### src/rtl/scl_period_gen.sv
module scl_period_gen #(
  parameter int CNT_W     = 16,
  parameter int RST_SS_HI = 392,
  parameter int RST_SS_LO = 499,
  parameter int RST_FS_HI = 52,
  parameter int RST_FS_LO = 159
) (
  input  logic             clk,
  input  logic             rst_n,
  input  logic             enable,
  input  logic [1:0]       speed_mode,
  input  logic             cfg_we,
  input  logic [1:0]       cfg_addr,
  input  logic [CNT_W-1:0] cfg_wdata,
  input  logic             cmd_valid,
  input  logic [1:0]       cmd_op,
  output logic             cmd_ready,
  input  logic             scl_in,
  output logic             scl_drive_low,
  output logic             tick_start,
  output logic             tick_sample,
  output logic             tick_change,
  output logic             op_done
);

  localparam int CW       = CNT_W + 4;
  localparam int HI_OVH   = 8;
  localparam int HOLD_OVH = 3;
  localparam int LO_OVH   = 1;

  localparam logic [1:0] OP_START = 2'b00;
  localparam logic [1:0] OP_BIT   = 2'b01;
  localparam logic [1:0] OP_STOP  = 2'b10;
  localparam logic [1:0] OP_NONE  = 2'b11;

  typedef enum logic [2:0] {S_REL, S_HOLD, S_WAITHI, S_HIGH, S_LOWW} state_t;

  state_t           st;
  logic [CW-1:0]    cnt;
  logic [1:0]       op;
  logic [CNT_W-1:0] ss_hi, ss_lo, fs_hi, fs_lo;
  logic [CNT_W-1:0] hi_sel, lo_sel;
  logic [CW-1:0]    hi_end, hold_end, lo_end;
  logic             fast, lo_met, accept, hi_last;

  assign fast     = (speed_mode == 2'b10);
  assign hi_sel   = fast ? fs_hi : ss_hi;
  assign lo_sel   = fast ? fs_lo : ss_lo;
  assign hi_end   = CW'(hi_sel) + CW'(HI_OVH - 2);
  assign hold_end = CW'(hi_sel) + CW'(HOLD_OVH - 1);
  assign lo_end   = CW'(lo_sel) + CW'(LO_OVH - 1);

  assign lo_met    = (st == S_LOWW) && (cnt >= lo_end);
  assign cmd_ready = enable && ((st == S_REL) || lo_met);
  assign accept    = cmd_valid && cmd_ready && (cmd_op != OP_NONE);
  assign hi_last   = (st == S_HIGH) && (cnt == hi_end);

  assign tick_start  = (st == S_HOLD) && (cnt == '0);
  assign tick_sample = (st == S_HIGH) && (cnt == (hi_end >> 1));
  assign tick_change = (st == S_LOWW) && (cnt == (lo_end >> 1));
  assign op_done     = ((st == S_LOWW) && (cnt == lo_end)) || (hi_last && (op == OP_STOP));

  always_ff @(posedge clk or negedge rst_n) begin
    if (!rst_n) begin
      ss_hi <= CNT_W'(RST_SS_HI);
      ss_lo <= CNT_W'(RST_SS_LO);
      fs_hi <= CNT_W'(RST_FS_HI);
      fs_lo <= CNT_W'(RST_FS_LO);
    end else if (cfg_we && !enable) begin
      case (cfg_addr)
        2'd0:    ss_hi <= cfg_wdata;
        2'd1:    ss_lo <= cfg_wdata;
        2'd2:    fs_hi <= cfg_wdata;
        default: fs_lo <= cfg_wdata;
      endcase
    end
  end

  always_ff @(posedge clk or negedge rst_n) begin
    if (!rst_n) begin
      st            <= S_REL;
      cnt           <= '0;
      op            <= OP_BIT;
      scl_drive_low <= 1'b0;
    end else if (!enable) begin
      st            <= S_REL;
      cnt           <= '0;
      scl_drive_low <= 1'b0;
    end else begin
      case (st)
        S_REL: begin
          if (accept) begin
            op  <= cmd_op;
            cnt <= '0;
            st  <= (cmd_op == OP_START) ? S_HOLD : S_WAITHI;
          end
        end
        S_LOWW: begin
          if (cnt <= lo_end) cnt <= cnt + CW'(1);
          if (accept) begin
            op            <= cmd_op;
            cnt           <= '0;
            scl_drive_low <= 1'b0;
            st            <= S_WAITHI;
          end
        end
        S_WAITHI: begin
          if (scl_in) begin
            cnt <= '0;
            st  <= S_HIGH;
          end
        end
        S_HIGH: begin
          if (hi_last) begin
            cnt <= '0;
            case (op)
              OP_START: st <= S_HOLD;
              OP_STOP:  st <= S_REL;
              default: begin
                scl_drive_low <= 1'b1;
                st            <= S_LOWW;
              end
            endcase
          end else begin
            cnt <= cnt + CW'(1);
          end
        end
        S_HOLD: begin
          if (cnt == hold_end) begin
            cnt           <= '0;
            scl_drive_low <= 1'b1;
            st            <= S_LOWW;
          end else begin
            cnt <= cnt + CW'(1);
          end
        end
        default: st <= S_REL;
      endcase
    end
  end

endmodule

### config.mk
export PLATFORM = sky130hd
export DESIGN_NAME = scl_period_gen
export DESIGN_NICKNAME = d
export VERILOG_FILES = /design/src/rtl/scl_period_gen.sv
export SDC_FILE = /design/constraint.sdc
export NUM_CORES = 1
export LEC_CHECK = 0
export CORE_UTILIZATION = 55
export CTS_CLUSTER_SIZE = 25
export DETAILED_ROUTE_END_ITERATION = 8
export PLACE_DENSITY = 0.78
export SYNTH_ARGS = -nofsm -noshare
export SYNTH_HDL_FRONTEND = slang
export SYNTH_SLANG_ARGS = --single-unit
### constraint.sdc
create_clock -name clk -period 6 [get_ports clk]
set_input_delay 1.5 -clock clk [delete_from_list [all_inputs] [get_ports clk]]
set_output_delay 1.5 -clock clk [all_outputs]
set_load 0.03 [all_outputs]
**Word level (Yosys, flattened, before mapping)**

Cells that the tools add are included.
W data, S select, Z words.

- Bits in registers: 90
- Bits in latches: 0
- Bits in writable memories: 0
- Bits in read-only memories: 0
- Input bits: 28
- Output and inout bits: 6
- Word-level logic and storage cells: 92
- Memories: 0

- Add/sub/neg operators: 3
- Multipliers: 0
- Divide/modulo/power cells: 0
- $lt $le $gt $ge: 2
- Eq/ne operators: 23
- Shift operators: 0
- Multiplexer cells: 25
- Bitwise operators: 1
- Reductions and logical operators: 30

Operators by type and width:

| operator | number |
|---|---|
| $mux W20 | 7 |
| $pmux W20 S5 | 1 |
| $eq A20 B16 Y1 | 2 |
| $eq A20 B17 Y1 | 2 |
| $mux W16 | 2 |
| $add A20 B1 Y20 const B | 1 |
| $eq A20 B15 Y1 | 1 |
| $ge A20 B16 Y1 | 1 |
| $le A20 B16 Y1 | 1 |
| $logic_not A20 Y1 | 1 |
| $mux W3 | 6 |
| $add A16 B2 Y17 const B | 1 |
| $add A16 B3 Y17 const B | 1 |
| $ne A3 B3 Y1 const B | 5 |
| $pmux W3 S5 | 1 |
| $logic_and A1 B1 Y1 | 11 |
| $reduce_and A5 Y1 | 2 |
| $reduce_and A2 Y1 | 4 |
| $eq A2 B2 Y1 const B | 3 |
| $eq A3 B2 Y1 const B | 2 |
| $logic_not A2 Y1 | 3 |
| $ne A6 B1 Y1 const B | 1 |
| $pmux W3 S2 | 1 |
| $mux W1 | 5 |
| other kinds (17) | 19 |

**Longest topological paths before layout**

Gate-level depths: netlist of run 1.

- Depth after elaboration: 11
- Gate-level depth with buffers: 21
- Depth with buffers taken out: 14

**Worst setup path before layout of run 1**

OpenSTA, ideal clock, no wires.

- Kind: input to output
- Start point: in speed_mode[1]
- End point: out tick_sample
- Arrival: 4.612 ns
- Setup slack: -0.112 ns
- Stages: 12
- Cells stage by stage: nor2b_1 buf_2 mux2i_1 ha_1 clkbuf_1 inv_1 and3_1 clkbuf_1 xnor2_1 o2111ai_1 or4_1 nor4_1

- Cells in the longest elaborated chain, start to end: 5

RTL lines:

| what | line | text |
|---|---|---|
| start: declaration | 11 | `input logic [1:0] speed_mode,` |
| $eq A2 B2 Y1 | 46 | `assign fast = (speed_mode == 2'b10);` |
| $mux W16 | 47 | `assign hi_sel = fast ? fs_hi : ss_hi;` |
| $add A16 B3 Y17 | 49 | `assign hi_end = CW'(hi_sel) + CW'(HI_OVH - 2);` |
| $eq A20 B16 Y1 | 59 | `assign tick_sample = (st == S_HIGH) && (cnt == (hi_end >> 1));` |
| $logic_and A1 B1 Y1 | 59 |  |
| end: declaration | 21 | `output logic tick_sample,` |

Every way passes these cells.

**Final worst setup path of run 1**

- Start point: in speed_mode[1]
- End point: out op_done

- Cells in the longest elaborated chain, start to end: 7

RTL lines:

| what | line | text |
|---|---|---|
| $eq A2 B2 Y1 (*) | 46 |  |
| $mux W16 | 47 |  |
| $add A16 B3 Y17 | 49 |  |
| $eq A20 B17 Y1 | 56 | `assign hi_last = (st == S_HIGH) && (cnt == hi_end);` |
| $logic_and A1 B1 Y1 | 56 |  |
| $logic_and A1 B1 Y1 | 61 | `assign op_done = ((st == S_LOWW) && (cnt == lo_end)) \|\| (hi_last && (op == OP_STOP));` |
| $logic_or A1 B1 Y1 (*) | 61 |  |
| end: declaration | 23 | `output logic op_done` |

Mark *: on every way between the ends. The rest lies on a longest branch, timed or not.

==> results of run 1 <==
-- worst max-delay path: cells and delay by family --
family	cells	cell delay (ns)
buf+inv	4	0.68
simple gates	3	0.94
compound gates	4	0.78
fa+ha+maj	1	0.18
mux	1	0.28
-- cell usage in the layout, fill, tap and decap left out, types with 5 or more instances in the layout --
cell              n
dfstp_2          20
and2_1            6
buf_4            92
nand4_1          21
o21ai_0          24
xnor2_1          40
xor2_1           19
and3_1            6
a21o_1            5
nand2b_1          9
inv_1            17
and4b_1           5
nor4_1            7
mux2i_1          31
nand2_1          53
nor3_1           10
nor2b_1           9
ha_1             19
o311ai_1          5
nand3_1          24
a21oi_1          22
clkdlybuf4s50_1  26
nor2_1           29
a211oi_1         10
a31oi_1          12
dfrtp_1          70
mux2_2           71
clkbuf_16        10
mux2i_4           6
or3_1             6
-- cell families (layout without fill, tap and decap cells) --
family | count (synthesis) | in the layout | synth area share [%]
flops | 90 | 90 | 35.1
simple gates | 209 | 209 | 17.3
fa+ha+maj | 20 | 20 | 3.85
compound gates | 121 | 121 | 12.6
xor+xnor | 63 | 63 | 8.71
mux | 111 | 111 | 18.8
buf+inv | 55 | 161 | 3.68
-- layout make-up --
cell class	instances	area, um2	share of cell area [%]
timing repair buffer	128	1090	13.5
multi-input combinational	524	4150	51.5
sequential	90	2280	28.3
clock inverter	4	51.3	0.637
clock buffer	12	246	3.06
tap	143	179	2.22
inverter	17	63.8	0.792
-- worst max-delay path by stage --
| stage | startpoint | endpoint | depth (start not counted) |
|---|---|---|---|
| after detailed placement | speed_mode[1] | op_done | 13 |
| after global routing | speed_mode[1] | op_done | 13 |
| after floorplan | speed_mode[1] | op_done | 13 |
| final | speed_mode[1] | op_done | 13 |
| after CTS | speed_mode[0] | op_done | 11 |
| after global placement | speed_mode[1] | tick_sample | 13 |
-- what timing repair did --
| item | CTS | global route |
|---|---|---|
| cloned | 0 | 1 |
| endpoints found under the hold margin | 0 | 0 |
| resized for setup | 15 | 26 |
| hold buffers | 0 | 0 |
| buffers inserted | 0 | 8 |
| pin swaps | 2 | 7 |
| setup endpoints to repair | 3 | 2 |
-- power by group through the flow --
stage	Clock (mW)	Sequential [mW]	Combinational (mW)
floorplan	0	0.819	0.652
global placement	0	0.853	0.961
detailed placement	0	0.860	0.997
CTS	0.577	0.853	1.01
global route	0.599	0.878	1.14
finish	0.567	0.864	1.06
-- routing by layer --
layer / part of all wire [%] / vias up
met5: 0 / -
met3: 5.9 / 33
met1: 43 / 2790
met2: 49 / 198
li1: - / 2657
met4: 2.3 / 0
-- registers in the layout, summed over array words and instances (netlist names) --
register	cells
cnt	20
fs_hi	16
fs_lo	16
op	2
scl_drive_low	1
ss_hi	16
ss_lo	16
st	3
-- through the flow --
step	utilization (%)	worst slack, ns	TNS, ns	hold slack, ns	total power, mW
4_1_cts	68.4	-0.0364	-0.0364	0.507	2.44
6_report	70.2	0.124	0	0.506	2.49
3_5_place_dp	65.3	-0.244	-0.572	0.493	1.86
5_1_grt	70.2	0.0576	0	0.523	2.62
2_1_floorplan	-	0.0901	0	0.479	1.47
3_3_place_gp	65.3	-0.164	-0.440	0.489	1.81
==> summary.md, run 1 <==
| Metric | Value |
|---|---|
| Global Route met2 Usage | 49.3% |
| Async SR Flop Fraction | 100% |
| Die Wd | 111 um |
| Hold depth | 1 |
| Min-Delay Startpoint | fs_lo[10]$_DFFE_PN0P_ |
| EDFF count, synth | 0 |
| CP max stage cell | or4_4 |
| Cell with the most instances after synthesis | mux2_2 |
| Total iterations of the first detailed-routing run | 5 |
| Cell variety after synth | 70 |
| Routed wire length | 18100 um |
| DR iter-0 viols | between 400 and 500 |
| Cell accounting for the most synthesized area | dfrtp_1 |
| Die ar. | 12200 um2 |
| Critical path type | in -> out |
| Maxcap violations | 0 |
| Synth top area share | 27.0% |
| Clock latency on the worst-skew pair | between 0.3 and 0.4 ns |
| Vias per inst | 6.19 |
| Vias in the first global route | 5657 |
| Reg power frac | 34.7% |
| HP Class | reg -> reg |
| Gpl congestion | 0.985 |
| FF-to-FF Start | fs_hi[5]$_DFFE_PN1P_ |
| Clock share of power | a little under a quarter |
| CP max FO | 5 |
| Worst-path clk slew | 0.06 ns |
| FP Rows | 39 |
| Total clock sinks | 90 |
| Global-route wire length before repair | 28900 um |
| Crit path top cell by count | buf_6 |
| Final design instance area without fill | slightly above 8000 um2 |
| ANT nets after route | 0 |
| Final setup viols | 0 |
| Remaining DRCs | 0 |
| Post-synth top cells | mux2_2, dfrtp_1, nand2_1 |
| Syn Inst Count | 669 |
| Io pins | 34 |
| Ys flop type | dfrtp_1 |
| Synthesized cell area | around 6500 um2 |
| # diodes | 0 |
| Outcome | finished, final reports clean |
| CTS tree | yes |
| Max transition margin | roughly a quarter |
| Switch Pwr | 0.895 mW |
| Logic pwr share | 42.6% |
| Port Buffers | 33 |
| Post-Synthesis Net Count | 717 |
| Seq cells post-synth | 90 |
| Hold Vio Cnt, Final | 0 |
| Reg2Reg Depth | 12 |
| Initial Util | 56.6% |
| CP peak stage delay | between 0.5 and 0.6 ns |
| Post-DP Area | around 7500 um2 |
| Num CTS Buffers | 9 |
| P_leak | around 3.5 nW |
| Final Max Tran Viols | 0 |
| Startpoint Class | input pin |
| Chip height | 111 um |
| Area delta synth->final | 24.0% |
| DR vias | approximately 5700 |
| DP HPWL | 13200 um |
| Clock root buffer | clkbuf_16 |
| Worst-Margin Slew | about 1.1 ns |
| Sw Ratio | a little over a third |
| Worst R2R Setup Slack | between 2 and 2.5 ns |
| Area contributors post-synth | dfrtp_1, mux2_2, dfstp_2 |
| H-tree depth | 3 |
| Placed cell count | about 890 |
| Avg Inst Size Synth | 9.71 um2 |
| Arrival time at the worst endpoint | between 4 and 5 ns |
| Non-filler cells, final | 918 |
| Hold Path Sink | fs_lo[10]$_DFFE_PN0P_ |
| Share of layout cells above drive strength 1 | slightly above 30% |
| Worst IR Drop VDD | 0.334 mV |
| Wirelength per Cell | 19.7 um |
| Fillers | ~860 |
| Largest net degree at the start of global routing | around 90 |
| Initial antenna violation count | 0 |
| CP Capture Type | output port |
| GRT met3 Usage | 6.01% |
| Met1 GRT Util | around two fifths |
| Internal power | 1.60 mW |
| Reg2reg end | cnt[12]$_DFFE_PN0P_ |
| Power Dens Cells | 309 nW/um2 |
| Layout Nets | 818 |
| FMAX | 170 MHz |
| CP Data Required Time | 4.50 ns |
| Global route overflow | 0 |
| GRT Resource Usage Total | 29.8% |
| RSZ-0062 raised after global routing | false |
| Worst path cell trace | dlygate4sd2_1 > nor2b_4 > buf_6 > mux2i_4 > ha_4 > inv_1 > and3_4 > a211oi_2 > a31oi_1 > a2111o_1 > or4_4 > o21ai_2 > buf_6 |
| Period utilisation layout | 97.9% |
| Post-layout minimum cycle time | just under 6 ns |
| Sequential-to-total area share from yosys stat | 35.1% |
| Final Skew | 0.00494 ns |
| Global routing's busiest layer | met2 |
| Core ar. | 11500 um2 |
| Synth warn | 0 |
| CTS Buffer Depth | 2 |
Note: power is estimated with default switching activity, not from simulation.
==> inputs of run 2 (changes only) <==
- REMOVE_ABC_BUFFERS: unset -> 1
==> run 2 against run 1 <==
Clock skew is 0.0045 ns higher. Highest routed layer unchanged. Combinational power is 5% lower. Hold slack worse by 0.00058 ns. Largest power group unchanged. Via count is 0.21% lower. Non-clock buffer count is 8 lower. Utilization is 1.5 points lower. Critical endpoint unchanged.
==> summary.md, run 2 (same netlist as run 1, synthesis figures left out) <==
| Metric | Value |
|---|---|
| Final setup viols | 0 |
| Vias per inst | 6.23 |
| Outcome | finished, final reports clean |
| CTS Buffer Depth | 2 |
| Final design instance area without fill | 7890 um2 |
| Clock latency on the worst-skew pair | ~0.36 ns |
| Port Buffers | 33 |
| Highest routed metal layer | met4 |
| Post-DP Area | about 7400 um2 |
| Initial Util | roughly 57% |
| Share of layout cells above drive strength 1 | ~29% |
| Worst R2R Setup Slack | between 2 and 2.5 ns |
| M1 WL | 7590 um |
| Period utilisation layout | 98.3% |
| ANT nets after route | 0 |
| DR iter-0 viols | 427 |
| Final Core Density | 68.8% |
| Final Max Tran Viols | 0 |
| CTS tree | yes |
| Worst-Margin Slew | about 1.2 ns |
| Worst-path clk slew | approximately 0.06 ns |
| FP Rows | 39 |
| Worst slack at placement | -0.278 ns |
| # diodes | 0 |
| Most common cell after layout, fill and taps aside | buf_4 |
| PnR worst setup slack | 0.105 ns |
| Global route overflow | 0 |
| Worst IR Drop VDD | 0.208 mV |
| Total iterations of the first detailed-routing run | 5 |
| FMAX | 170 MHz |
| Core ar. | roughly 11000 um2 |
| Setup TNS | 0 ns |
| Startpoint Class | input pin |
| RSZ-0062 raised after global routing | false |
| HP Class | reg -> reg |
| Die ar. | 12200 um2 |
| Global-route wire length before repair | 29500 um |
| Maxcap violations | 0 |
| Largest net degree at the start of global routing | 91 |
| Max FFs per register | 20 |
| Initial antenna violation count | 0 |
| Total clock sinks | 90 |
| DP HPWL | between 10000 and 15000 um |
| Area of the multi-input gates | 4040 um2 |
| Io pins | 34 |
| Final Skew | ~0.0094 ns |
| Remaining DRCs | 0 |
| Vias in the first global route | 5700 |
| P_leak | between 3 and 4 nW |
| Arrival time at the worst endpoint | 4.40 ns |
| Gpl congestion | 0.940 |
| Max transition margin | 21.7% |
| Power Dens Cells | 322 nW/um2 |
| CP max FO | 6 |
| GRT Resource Usage Total | 30.7% |
| Met3 WL | 1160 um |
| Final hold slack | 0.506 ns |
| Layout Nets | just over 800 |
| Clock root buffer | clkbuf_16 |
| Wirelength per Cell | between 15 and 20 um |
| Num CTS Buffers | 9 |
| CP Capture Type | output port |
| Post-layout minimum cycle time | 5.90 ns |
| Critical path type | in -> out |
| CP Data Required Time | 4.50 ns |
| Area delta synth->final | 21.4% |
| Top reg by flops | cnt |
| Routed wire length | 18100 um |
| Routed wl met2 | 8660 um |
| Chip height | 111 um |
| Hold Vio Cnt, Final | 0 |
| Most frequent cells in the layout | buf_4, mux2_2, dfrtp_1 |
| FF/Latch Area | between 2000 and 2500 um2 |
| H-tree depth | 3 |
| Fillers | 886 |
| Die Wd | around 110 um |
| DR vias | 5666 |
## run 2: final timing paths
check                                     start                     to  cells after the start
max in group asynchronous                 rst_n  ss_lo[12]$_DFFE_PN0P_                      1
setup / recovery                  speed_mode[0]                op_done                     14
setup reg to reg           ss_lo[1]$_DFFE_PN1P_     cnt[6]$_DFFE_PN0P_                     14
min in group asynchronous                 rst_n   ss_lo[3]$_DFFE_PN0P_                      1
hold / removal             ss_lo[3]$_DFFE_PN0P_   ss_lo[3]$_DFFE_PN0P_                      1
hold reg to reg            ss_lo[3]$_DFFE_PN0P_   ss_lo[3]$_DFFE_PN0P_                      1
## run 2: layout make-up
cell class / instances / area share (%)
clock buffer: 10 / 3.03
inverter: 17 / 0.809
sequential: 90 / 28.9
timing repair buffer: 120 / 12.4
clock inverter: 6 / 1.43
multi-input combinational: 524 / 51.2
tap: 143 / 2.27
## run 2: power by group
group          switching, mW  total, mW  internal (mW)
clock                  0.244      0.664          0.420
sequential             0.119      0.863          0.744
combinational          0.522       1.01          0.492
## run 2: stage by stage
| stage | total power [mW] | cells |
|---|---|---|
| 3_3_place_gp | 1.81 | 890 |
| 5_1_grt | 2.67 | 910 |
| 4_1_cts | 2.53 | 910 |
| 3_5_place_dp | 1.85 | 890 |
| 6_report | 2.54 | 910 |
| 2_1_floorplan | 1.45 | 631 |
## run 2: repair_timing
action                     CTS  global route
setup buffers                4             0
hold buffers                 0             0
gates cloned                 0             0
setup endpoints to repair    3             1
pin swaps                    5             2
resized for setup           13             4
## run 2: metal layers
metal,track usage (%),up-vias
met1,38.5,2750
met5,0,-
met3,7.00,53
met2,49.8,221
li1,-,2642
met4,15.5,0
## run 2: critical path, stage by stage
cell	delay [ns]
dlygate4sd2_1	0.27
buf_6	0.15
nor2b_4	0.13
buf_6	0.15
mux2i_2	0.24
ha_2	0.21
inv_1	0.06
and3_2	0.22
a211oi_2	0.20
a31oi_1	0.07
a2111o_1	0.44
or4_1	0.47
o21ai_0	0.09
buf_4	0.19
